[src/rtl/initSeqPkg.sv]
package initSeqPkg;

  typedef enum logic [2:0] {
    ST_PDN  = 3'd0,
    ST_REL  = 3'd1,
    ST_PRE  = 3'd2,
    ST_INIT = 3'd3,
    ST_RUN  = 3'd4
  } seqStateT;

  typedef struct packed {
    logic dataEn;
    logic filtRst;
  } ctrlStrobeT;

endpackage

[src/rtl/initSeqFrame.sv]
module initSeqFrame #(
  parameter int LR_DIV = 256
) (
  input  logic mclk,
  input  logic rstN,
  input  logic masterMode,
  input  logic lrckIn,
  output logic lrckOut,
  output logic frameRise
);
  localparam int DW   = (LR_DIV > 2) ? $clog2(LR_DIV) : 1;
  localparam int HALF = LR_DIV / 2;

  logic [DW-1:0] divCnt;
  logic genLevel;
  logic slvMeta, slvSync;
  logic level, levelQ;

  always_ff @(posedge mclk or negedge rstN) begin
    if (!rstN) begin
      divCnt   <= '0;
      genLevel <= 1'b0;
    end else begin
      if (divCnt == DW'(LR_DIV - 1)) divCnt <= '0;
      else                           divCnt <= divCnt + 1'b1;
      genLevel <= ((divCnt == DW'(LR_DIV - 1)) ? 1'b0 : (divCnt + 1'b1 >= DW'(HALF)));
    end
  end

  always_ff @(posedge mclk or negedge rstN) begin
    if (!rstN) begin
      slvMeta <= 1'b0;
      slvSync <= 1'b0;
      levelQ  <= 1'b0;
    end else begin
      slvMeta <= lrckIn;
      slvSync <= slvMeta;
      levelQ  <= level;
    end
  end

  assign level     = masterMode ? genLevel : slvSync;
  assign frameRise = level & ~levelQ;
  assign lrckOut   = masterMode & genLevel;

  assert_frame_pulse_R6: assert property (@(posedge mclk) disable iff (!rstN)
    frameRise |=> !frameRise);

endmodule

[src/rtl/initSeqCtrl.sv]
module initSeqCtrl
  import initSeqPkg::*;
#(
  parameter int REL_CYC     = 147456,
  parameter int PRE_EDGES   = 3,
  parameter int INIT_MASTER = 4129,
  parameter int INIT_SLAVE  = 4132
) (
  input  logic       mclk,
  input  logic       pdnN,
  input  logic       masterMode,
  input  logic       frameRise,
  output logic       rstN,
  output logic [2:0] stateCode,
  output ctrlStrobeT strobe
);
  localparam int RW      = $clog2(REL_CYC + 1);
  localparam int INITMAX = (INIT_MASTER > INIT_SLAVE) ? INIT_MASTER : INIT_SLAVE;
  localparam int FMAX    = (INITMAX > PRE_EDGES + 1) ? INITMAX : PRE_EDGES + 1;
  localparam int FW      = $clog2(FMAX + 1);

  logic pdnMeta;
  seqStateT state;
  logic [RW-1:0] relCnt;
  logic [FW-1:0] frmCnt;
  logic [FW-1:0] initLast;

  // reset synchronizer: asserts at once, releases after two mclk edges
  always_ff @(posedge mclk or negedge pdnN) begin
    if (!pdnN) begin
      pdnMeta <= 1'b0;
      rstN    <= 1'b0;
    end else begin
      pdnMeta <= 1'b1;
      rstN    <= pdnMeta;
    end
  end

  assign initLast = masterMode ? FW'(INIT_MASTER - 1) : FW'(INIT_SLAVE - 1);

  always_ff @(posedge mclk or negedge rstN) begin
    if (!rstN) begin
      state  <= ST_PDN;
      relCnt <= '0;
      frmCnt <= '0;
    end else begin
      case (state)
        ST_PDN: begin
          state  <= ST_REL;
          relCnt <= '0;
        end
        ST_REL: begin
          if (relCnt == RW'(REL_CYC - 1)) begin
            state  <= ST_PRE;
            frmCnt <= '0;
          end else begin
            relCnt <= relCnt + 1'b1;
          end
        end
        ST_PRE: begin
          if (frameRise) begin
            if (frmCnt == FW'(PRE_EDGES)) begin
              state  <= ST_INIT;
              frmCnt <= '0;
            end else begin
              frmCnt <= frmCnt + 1'b1;
            end
          end
        end
        ST_INIT: begin
          if (frameRise) begin
            if (frmCnt == initLast) state <= ST_RUN;
            else                    frmCnt <= frmCnt + 1'b1;
          end
        end
        ST_RUN:  state <= ST_RUN;
        default: state <= ST_PDN;
      endcase
    end
  end

  assign stateCode      = state;
  assign strobe.dataEn  = (state == ST_RUN);
  assign strobe.filtRst = (state == ST_PDN) || (state == ST_REL);

  assert_release_exit_R3: assert property (@(posedge mclk) disable iff (!rstN)
    (state == ST_REL) |=> (state == ST_REL) || (state == ST_PRE));

  assert_release_len_R3: assert property (@(posedge mclk) disable iff (!rstN)
    ($past(state) == ST_REL && state == ST_PRE) |-> ($past(relCnt) == RW'(REL_CYC - 1)));

  assert_init_aligned_R4: assert property (@(posedge mclk) disable iff (!rstN)
    ($past(state) == ST_PRE && state == ST_INIT) |-> $past(frameRise));

  assert_run_after_init_R5: assert property (@(posedge mclk) disable iff (!rstN)
    $rose(state == ST_RUN) |-> ($past(state) == ST_INIT) && $past(frameRise));

  assert_run_sticky_R8: assert property (@(posedge mclk) disable iff (!rstN)
    (state == ST_RUN) |=> (state == ST_RUN));

endmodule

[src/rtl/initSeqData.sv]
module initSeqData
  import initSeqPkg::*;
#(
  parameter int W = 24
) (
  input  ctrlStrobeT   strobe,
  input  logic [W-1:0] leftIn,
  input  logic [W-1:0] rightIn,
  output logic [W-1:0] leftOut,
  output logic [W-1:0] rightOut
);
  always_comb begin
    leftOut  = strobe.dataEn ? leftIn  : '0;
    rightOut = strobe.dataEn ? rightIn : '0;
  end
endmodule

[src/rtl/initSeq.sv]
module initSeq
  import initSeqPkg::*;
#(
  parameter int W           = 24,
  parameter int REL_CYC     = 147456,
  parameter int PRE_EDGES   = 3,
  parameter int INIT_MASTER = 4129,
  parameter int INIT_SLAVE  = 4132,
  parameter int LR_DIV      = 256
) (
  input  logic         mclk,
  input  logic         pdnN,
  input  logic         masterMode,
  input  logic         lrckIn,
  input  logic [W-1:0] leftIn,
  input  logic [W-1:0] rightIn,
  output logic         lrckOut,
  output logic         filtRstN,
  output logic         dataValid,
  output logic [2:0]   stateCode,
  output logic [W-1:0] leftOut,
  output logic [W-1:0] rightOut
);
  logic rstN;
  logic frameRise;
  ctrlStrobeT strobe;

  initSeqCtrl #(
    .REL_CYC(REL_CYC), .PRE_EDGES(PRE_EDGES),
    .INIT_MASTER(INIT_MASTER), .INIT_SLAVE(INIT_SLAVE)
  ) uCtrl (
    .mclk(mclk), .pdnN(pdnN), .masterMode(masterMode), .frameRise(frameRise),
    .rstN(rstN), .stateCode(stateCode), .strobe(strobe)
  );

  initSeqFrame #(.LR_DIV(LR_DIV)) uFrame (
    .mclk(mclk), .rstN(rstN), .masterMode(masterMode), .lrckIn(lrckIn),
    .lrckOut(lrckOut), .frameRise(frameRise)
  );

  initSeqData #(.W(W)) uData (
    .strobe(strobe), .leftIn(leftIn), .rightIn(rightIn),
    .leftOut(leftOut), .rightOut(rightOut)
  );

  assign filtRstN  = ~strobe.filtRst;
  assign dataValid = strobe.dataEn;

  assert_zero_gate_R7: assert property (@(posedge mclk) disable iff (!rstN)
    (stateCode != 3'd4) |-> (leftOut == '0) && (rightOut == '0));

  assert_filter_free_R4: assert property (@(posedge mclk) disable iff (!rstN)
    dataValid |-> filtRstN);

endmodule

[config.mk]
export PLATFORM = sky130hd
export DESIGN_NAME = initSeq
export DESIGN_NICKNAME = d
export VERILOG_FILES = /design/src/rtl/initSeqPkg.sv /design/src/rtl/initSeqFrame.sv /design/src/rtl/initSeqCtrl.sv /design/src/rtl/initSeqData.sv /design/src/rtl/initSeq.sv
export SDC_FILE = /design/constraint.sdc
export NUM_CORES = 1
export LEC_CHECK = 0
export BUFFER_PORTS_ARGS = -buffer_cell sky130_fd_sc_hd__buf_4
export CORE_UTILIZATION = 50
export CTS_BUF_LIST = sky130_fd_sc_hd__clkbuf_8
export CTS_CLUSTER_DIAMETER = 60
export CTS_CLUSTER_SIZE = 14
export DETAILED_ROUTE_END_ITERATION = 8
export GPL_ROUTABILITY_DRIVEN = 0
export PLACE_DENSITY_LB_ADDON = 0.1
export SYNTH_ARGS = -nofsm -noshare
export SYNTH_HDL_FRONTEND = slang
export SYNTH_SLANG_ARGS = --single-unit
[constraint.sdc]
create_clock -name mclk -period 4 [get_ports mclk]
set_clock_uncertainty 0.2 [all_clocks]
set_input_delay 0.8 -clock mclk [delete_from_list [all_inputs] [get_ports mclk]]
set_output_delay 0.8 -clock mclk [all_outputs]
set_load 0.01 [all_outputs]
==> metrics.cfg, run 1 <==
[critical_path]
worst-path-max-fanout = 50
end_kind = output pin
crit_required_ns = 3.00
start_kind = flop
critPathKind = flop to output pin
timing.rr.start = uCtrl.stateCode[0]$_DFFE_PN0P_
arrival_ns = 1.93
startpoint = uCtrl.stateCode[0]$_DFFE_PN0P_

[power_and_ir_drop]
p_leak_nw = 1.88
power.density_mw_per_mm2 = 311
ir_worst_vdd_v = 0.000184
design_power_total_mw = 1.18

[synth]
synth_enable_flop_cells = 0
synth_commonest_cells = and2_1 (50), dfrtp_1 (48), nand2_1 (27), nor2_1 (27), nand3_1 (16)
synth_ff_type = dfrtp_1
ys_ff_latch = 48
synthArstFlopShare_pct = 100
synthTopCellsByArea = dfrtp_1 (43%), and2_1 (11%), nand2_1 (3.6%), nor2_1 (3.6%), a31oi_1 (3.1%)
yosysWarnings = 0
synth_cells = 312
synth.avg_cell_area_sq_um = 9.04
syn-cell-area_sq_mm = 0.00282
yosysMostFrequentCell = and2_1
synth_top_area_share_pct = 42.6
synth_cell_type_count = 47
ys_seq_area_share_pct = 42.6
syn_nets = 367
synth_top_area_cell = dfrtp_1

[clock_tree]
numCtsBuffers = 5
clkTransAtPathRegs_ns = 0.10
clock_path_buffers = 2
clock-root-buffer = clkbuf_8
clk_latency_ns = 0.31
postCtsHoldBufs = 0
cts_setup_buffers = 0
cts_tree = yes
htree_num_levels = 2
cts_num_sinks = 48
post_cts_resized = 0

[route]
dr.pass1.iters = 4
wl_mm = 7.30
viasPerCell = 5.44
vias = 2635
drc = 0
wire_per_inst_um = 15.1
initialDrtViolationCount = 182
drtAntennaViolNets = 0

[timing]
fin_crit_sh_pct = 73.3
finalSetupViolations = 0
rsz0062_at_grt = no
worst_slew_pin_slew_ns = 0.989
max-slew-margin-rel_pct = 34.0
hold_violations = 0
fmax_mhz = 341
min_period_ns = 2.93
setup_ws_ns = 1.07
setup_tns_ns = 0
slew_violations = 0

[global_route]
grt_max_degree = 51
grt_pass1_wl_mm = 12.1
overflow = 0
antenna_found_initial = 0
grt_usage_pct = 25.4
grt_pass1_vias = 2611

[cells_and_area]
diodes = 0
post-route-util_pct = 72.0
final.fill_count = 411
multiInputGateArea_sq_mm = 0.00155
fin_nets = 468
area_growth_pct = 34.6
layout-drive-gt1-share_pct = 31.2
ff_latch_area_sq_mm = 0.00120

[floorplan]
start_util_pct = 53.5
die_y_um = 77.1
pin_count = 106
die_x_um = 77.1
coreArea_sq_mm = 0.00527
die-area_sq_mm = 0.00594
row_count = 26

[flow_run]
maxCapViolCount = 0

[placement]
dp_hpwl_mm = 5.46
io_buffers = 105
preCtsSetupSlack_ns = 1.32

[hold_path]
hold_class = input port to async pin

[status]
outcome = completed

-- final timing paths --
kind | end | slack, ns | cells after the start
worst max-delay path | rightOut[8] | 1.07 | 4
worst min-delay path | uCtrl.pdnMeta$_DFF_PN0_ | 0.05 | 1
worst max register to register | uCtrl.frmCnt[12]$_DFFE_PN0P_ | 1.42 | 6
worst min register to register | uFrame.slvSync$_DFF_PN0_ | 0.15 | 0
max in group asynchronous | uCtrl.frmCnt[1]$_DFFE_PN0P_ | 2.73 | 0
min in group mclk | uFrame.slvSync$_DFF_PN0_ | 0.15 | 0
-- area by class of cell --
| type | instances | share of cell area (%) |
|---|---|---|
| well taps | 70 | 2.31 |
| inverters | 3 | 0.297 |
| clock buffers | 5 | 1.81 |
| multi-input cells | 248 | 40.9 |
| repair buffers | 107 | 21.2 |
| flip-flops and latches | 48 | 31.7 |
| clock inverters | 3 | 1.81 |
-- per-stage QoR --
stage          cell area (sq um)  hold slack (ns)  std cells
5_1_grt                     3790           0.0361        484
2_1_floorplan               2820            0.131        312
4_1_cts                     3790           0.0400        484
3_5_place_dp                3660            0.136        476
6_report                    3790           0.0473        484
3_3_place_gp                3660            0.133        476
-- state kept, by name, summed over array words and instances (netlist names) --
signal,cells
uFrame.slvSync,1
uCtrl.stateCode,3
uFrame.genLevel,1
uFrame.slvMeta,1
uCtrl.pdnMeta,1
uCtrl.frmCnt,13
uCtrl.rstN,1
uFrame.levelQ,1
uFrame.divCnt,8
uCtrl.relCnt,18
-- cell families (layout without fill, tap and decap cells) --
| kind of cell | count (synthesis) | in the layout | share of synthesized area, % |
|---|---|---|---|
| other | 1 | 1 | 0.133 |
| buffers and inverters | 16 | 118 | 2.49 |
| adder cells (fa/ha/maj) | 3 | 3 | 1.33 |
| AO/OA/AOI/OAI | 61 | 61 | 14.5 |
| XOR/XNOR | 12 | 12 | 3.73 |
| flip-flops | 48 | 48 | 42.6 |
| multiplexers | 8 | 8 | 3.11 |
| AND/OR/NAND/NOR | 163 | 163 | 32.1 |
-- layer usage --
| metal | up-vias | global-route usage (%) | share of wire [%] | routed length, um |
|---|---|---|---|---|
| li1 | 1311 | - | - | - |
| met1 | 1220 | 32.0 | 45 | 3290 |
| met2 | 95 | 41.4 | 47 | 3470 |
| met3 | 9 | 6.55 | 5.8 | 427 |
| met4 | 0 | 10.0 | 1.6 | 119 |
| met5 | - | 0 | 0 | 0 |
-- critical path: stages, from the launching register on --
cell     delay (ns)
dfrtp_1        0.67
nor3b_2        0.27
buf_4          0.35
and2_1         0.19
buf_4          0.12
-- where the power goes --
group	total (mW)	leakage [nW]	internal, mW	switching [mW]
sequential	0.581	0.618	0.519	0.0621
clock	0.429	0.0687	0.252	0.177
combinational	0.168	1.19	0.0915	0.0769
total	1.18	1.88	0.862	0.316
-- placed cells by master, fill, tap and decap left out, types with 4 or more instances in the layout --
cell	count
nand3_1	16
xor2_1	10
a22o_1	6
buf_4	107
nor2b_1	4
nand2_1	27
a31oi_1	14
a21oi_1	12
nor2_1	27
nand4_1	8
and2_1	50
and3_1	9
dfrtp_1	47
mux2_2	6
o21ai_0	9
clkbuf_8	5
Power figures use the tool's default switching activity.
==> run 2: changes to the inputs <==
- ABC_AREA: not set -> 1
- clock period: 4 -> 2.7 ns (I/O delays scaled with it)
==> run 2 against run 1 <==
Net effect:
- via count rose by 28%
- power rose by 23%
- non-clock buffer count rose by 2
- final cell count rose by 40%
- clock power rose by 49%
- worst setup slack got worse by 0.78 ns
- flip-flop and latch count did not move
- combinational power fell by 54%
- synthesized area rose by 14%
- critical path type unchanged
- largest power group unchanged
==> metrics.cfg, run 2 <==
[critical_path]
critPathMaxStageDelay_ns = 0.45
arrival_ns = 1.67
critPathKind = flop to output pin
worst-path-max-fanout = 30
start_kind = flop
path_delay_family = buffers and inverters
crit_required_ns = 1.96
end_kind = output pin
crit_chain = inv_1, nand2_1, nor2_1, inv_1, buf_4, nor2_1, buf_4
cp_slowest_cell = dfrtp_1
cp.buffers_inverters = 4

[global_route]
antenna_found_initial = 0
grt_max_degree = 47
grt_pass1_vias = 2864
grt_pass1_wl_mm = 12.5
grt_usage_pct = 24.0
overflow = 0

[route]
wire_per_inst_um = 12.0
drc = 0
wl_mm = 8.19
drtAntennaViolNets = 0
vias = 3371
viasPerCell = 4.96
initialDrtViolationCount = 163
dr.pass1.iters = 5

[clock_tree]
cts_tree = yes
numCtsBuffers = 5
post_cts_resized = 0
clk_latency_ns = 0.31
cts_setup_buffers = 0
clkTransAtPathRegs_ns = 0.09
clock_path_buffers = 2
clock-root-buffer = clkbuf_8
htree_num_levels = 2
postCtsHoldBufs = 1
cts_num_sinks = 48

[synth]
synth_top_area_share_pct = 37.3
syn-cell-area_sq_mm = 0.00322
synthArstFlopShare_pct = 100
syn_nets = 555
yosysWarnings = 0
ys_ff_latch = 48
synth_cell_type_count = 31
synth_ff_type = dfrtp_1
synthTopCellsByArea = dfrtp_1 (37%), nand2_1 (17%), nor2_1 (12%), inv_1 (9.3%), xor2_1 (4.4%)
yosysMostFrequentCell = nand2_1
ys_seq_area_share_pct = 37.3
synth_top_area_cell = dfrtp_1
synth_enable_flop_cells = 0
synth_cells = 500
synth.avg_cell_area_sq_um = 6.44
synth_commonest_cells = nand2_1 (142), nor2_1 (100), inv_1 (80)

[timing]
setup_ws_ns = 0.290
slew_violations = 0
min_period_ns = 2.41
finalSetupViolations = 0
max-slew-margin-rel_pct = 34.5
fmax_mhz = 415
setup_tns_ns = 0
worst_slew_pin_slew_ns = 0.983
fin_crit_sh_pct = 89.3
hold_violations = 0
rsz0062_at_grt = no

[floorplan]
die_y_um = 82.2
die-area_sq_mm = 0.00676
start_util_pct = 53.1
row_count = 28
die_x_um = 82.2
pin_count = 106
coreArea_sq_mm = 0.00606

[power_and_ir_drop]
ir_worst_vdd_v = 0.000315
p_leak_nw = 2.29
power.density_mw_per_mm2 = 345

[hold_path]
hold_class = input port to flop

[flow_run]
maxCapViolCount = 0

[placement]
io_buffers = 105
dp_hpwl_mm = 6.16
preCtsSetupSlack_ns = 0.502

[cells_and_area]
layout-drive-gt1-share_pct = 21.7
diodes = 0
largest_reg_flops = 18
final_common_cell = nand2_1
regMostFlops = uCtrl.relCnt
reg_top3 = uCtrl.relCnt (18), uCtrl.frmCnt (13), uFrame.divCnt (8)
layout_common_cells = nand2_1 (142), buf_4 (108), nor2_1 (100), inv_1 (80), dfrtp_1 (47)
area_growth_pct = 30.7
post-route-util_pct = 69.4
fin_nets = 659

[status]
outcome = completed

## run 2: cell count changes after synthesis, sizes merged, moves of 9 or more
cell	previous run	this run
and3	9	0
and2	50	0
nand2	27	147
inv	3	85
a31oi	14	0
nor2	27	103
## run 2: final timing paths
check | from | slack (ns) | endpoint | depth (start not counted)
max in group asynchronous | uCtrl.rstN$_DFF_PN0_ | 1.46 | uCtrl.stateCode[1]$_DFFE_PN0P_ | 0
hold / removal | lrckIn | 0.14 | uFrame.slvMeta$_DFF_PN0_ | 1
setup reg to reg | uCtrl.relCnt[0]$_DFFE_PN0P_ | 0.46 | uCtrl.relCnt[0]$_DFFE_PN0P_ | 11
hold reg to reg | uCtrl.pdnMeta$_DFF_PN0_ | 0.16 | uCtrl.rstN$_DFF_PN0_ | 0
min in group asynchronous | uCtrl.rstN$_DFF_PN0_ | 0.24 | uCtrl.relCnt[16]$_DFFE_PN0P_ | 0
setup / recovery | uCtrl.stateCode[1]$_DFFE_PN0P_ | 0.29 | rightOut[22] | 7
## run 2: metrics by stage
step / instances / power, mW / instance area, sq um / hold slack [ns]
5_1_grt: 680 / 1.50 / 4210 / 0.134
3_5_place_dp: 671 / 0.828 / 4060 / 0.123
3_3_place_gp: 671 / 0.826 / 4060 / 0.122
2_1_floorplan: 500 / 0.763 / 3220 / 0.0444
4_1_cts: 680 / 1.46 / 4210 / 0.135
6_report: 680 / 1.45 / 4210 / 0.140
## run 2: power breakdown
group | internal (mW) | total, mW | switching, mW
Clock | 0.373 | 0.639 | 0.266
Sequential | 0.722 | 0.735 | 0.0135
Combinational | 0.0533 | 0.0775 | 0.0242
Total | 1.15 | 1.45 | 0.304
## run 2: final cells by class
cell class	instances	area, sq um
fillers	536	1850
multi-input cells	354	1630
flip-flops and latches	48	1200
repair buffers	109	821
inverters	86	323
well taps	75	93.8
clock buffers	5	68.8
clock inverters	3	68.8
## run 2: cells by family (layout without fill, tap and decap cells)
family / count (synthesis) / in the layout / share of synthesized area (%)
simple gates: 294 / 294 / 38.0
buf+inv: 98 / 203 / 12.1
flops: 48 / 48 / 37.3
compound gates: 38 / 38 / 6.41
xor+xnor: 18 / 18 / 4.90
fa+ha+maj: 3 / 3 / 1.17
other cells: 1 / 1 / 0.116
## run 2: metal layers
layer	part of all wire, %	global-route usage [%]	up-vias
met5	0	0	-
met4	0.95	6.84	0
met3	7.2	3.19	10
met2	50	43.1	117
met1	42	30.0	1519
li1	-	-	1725
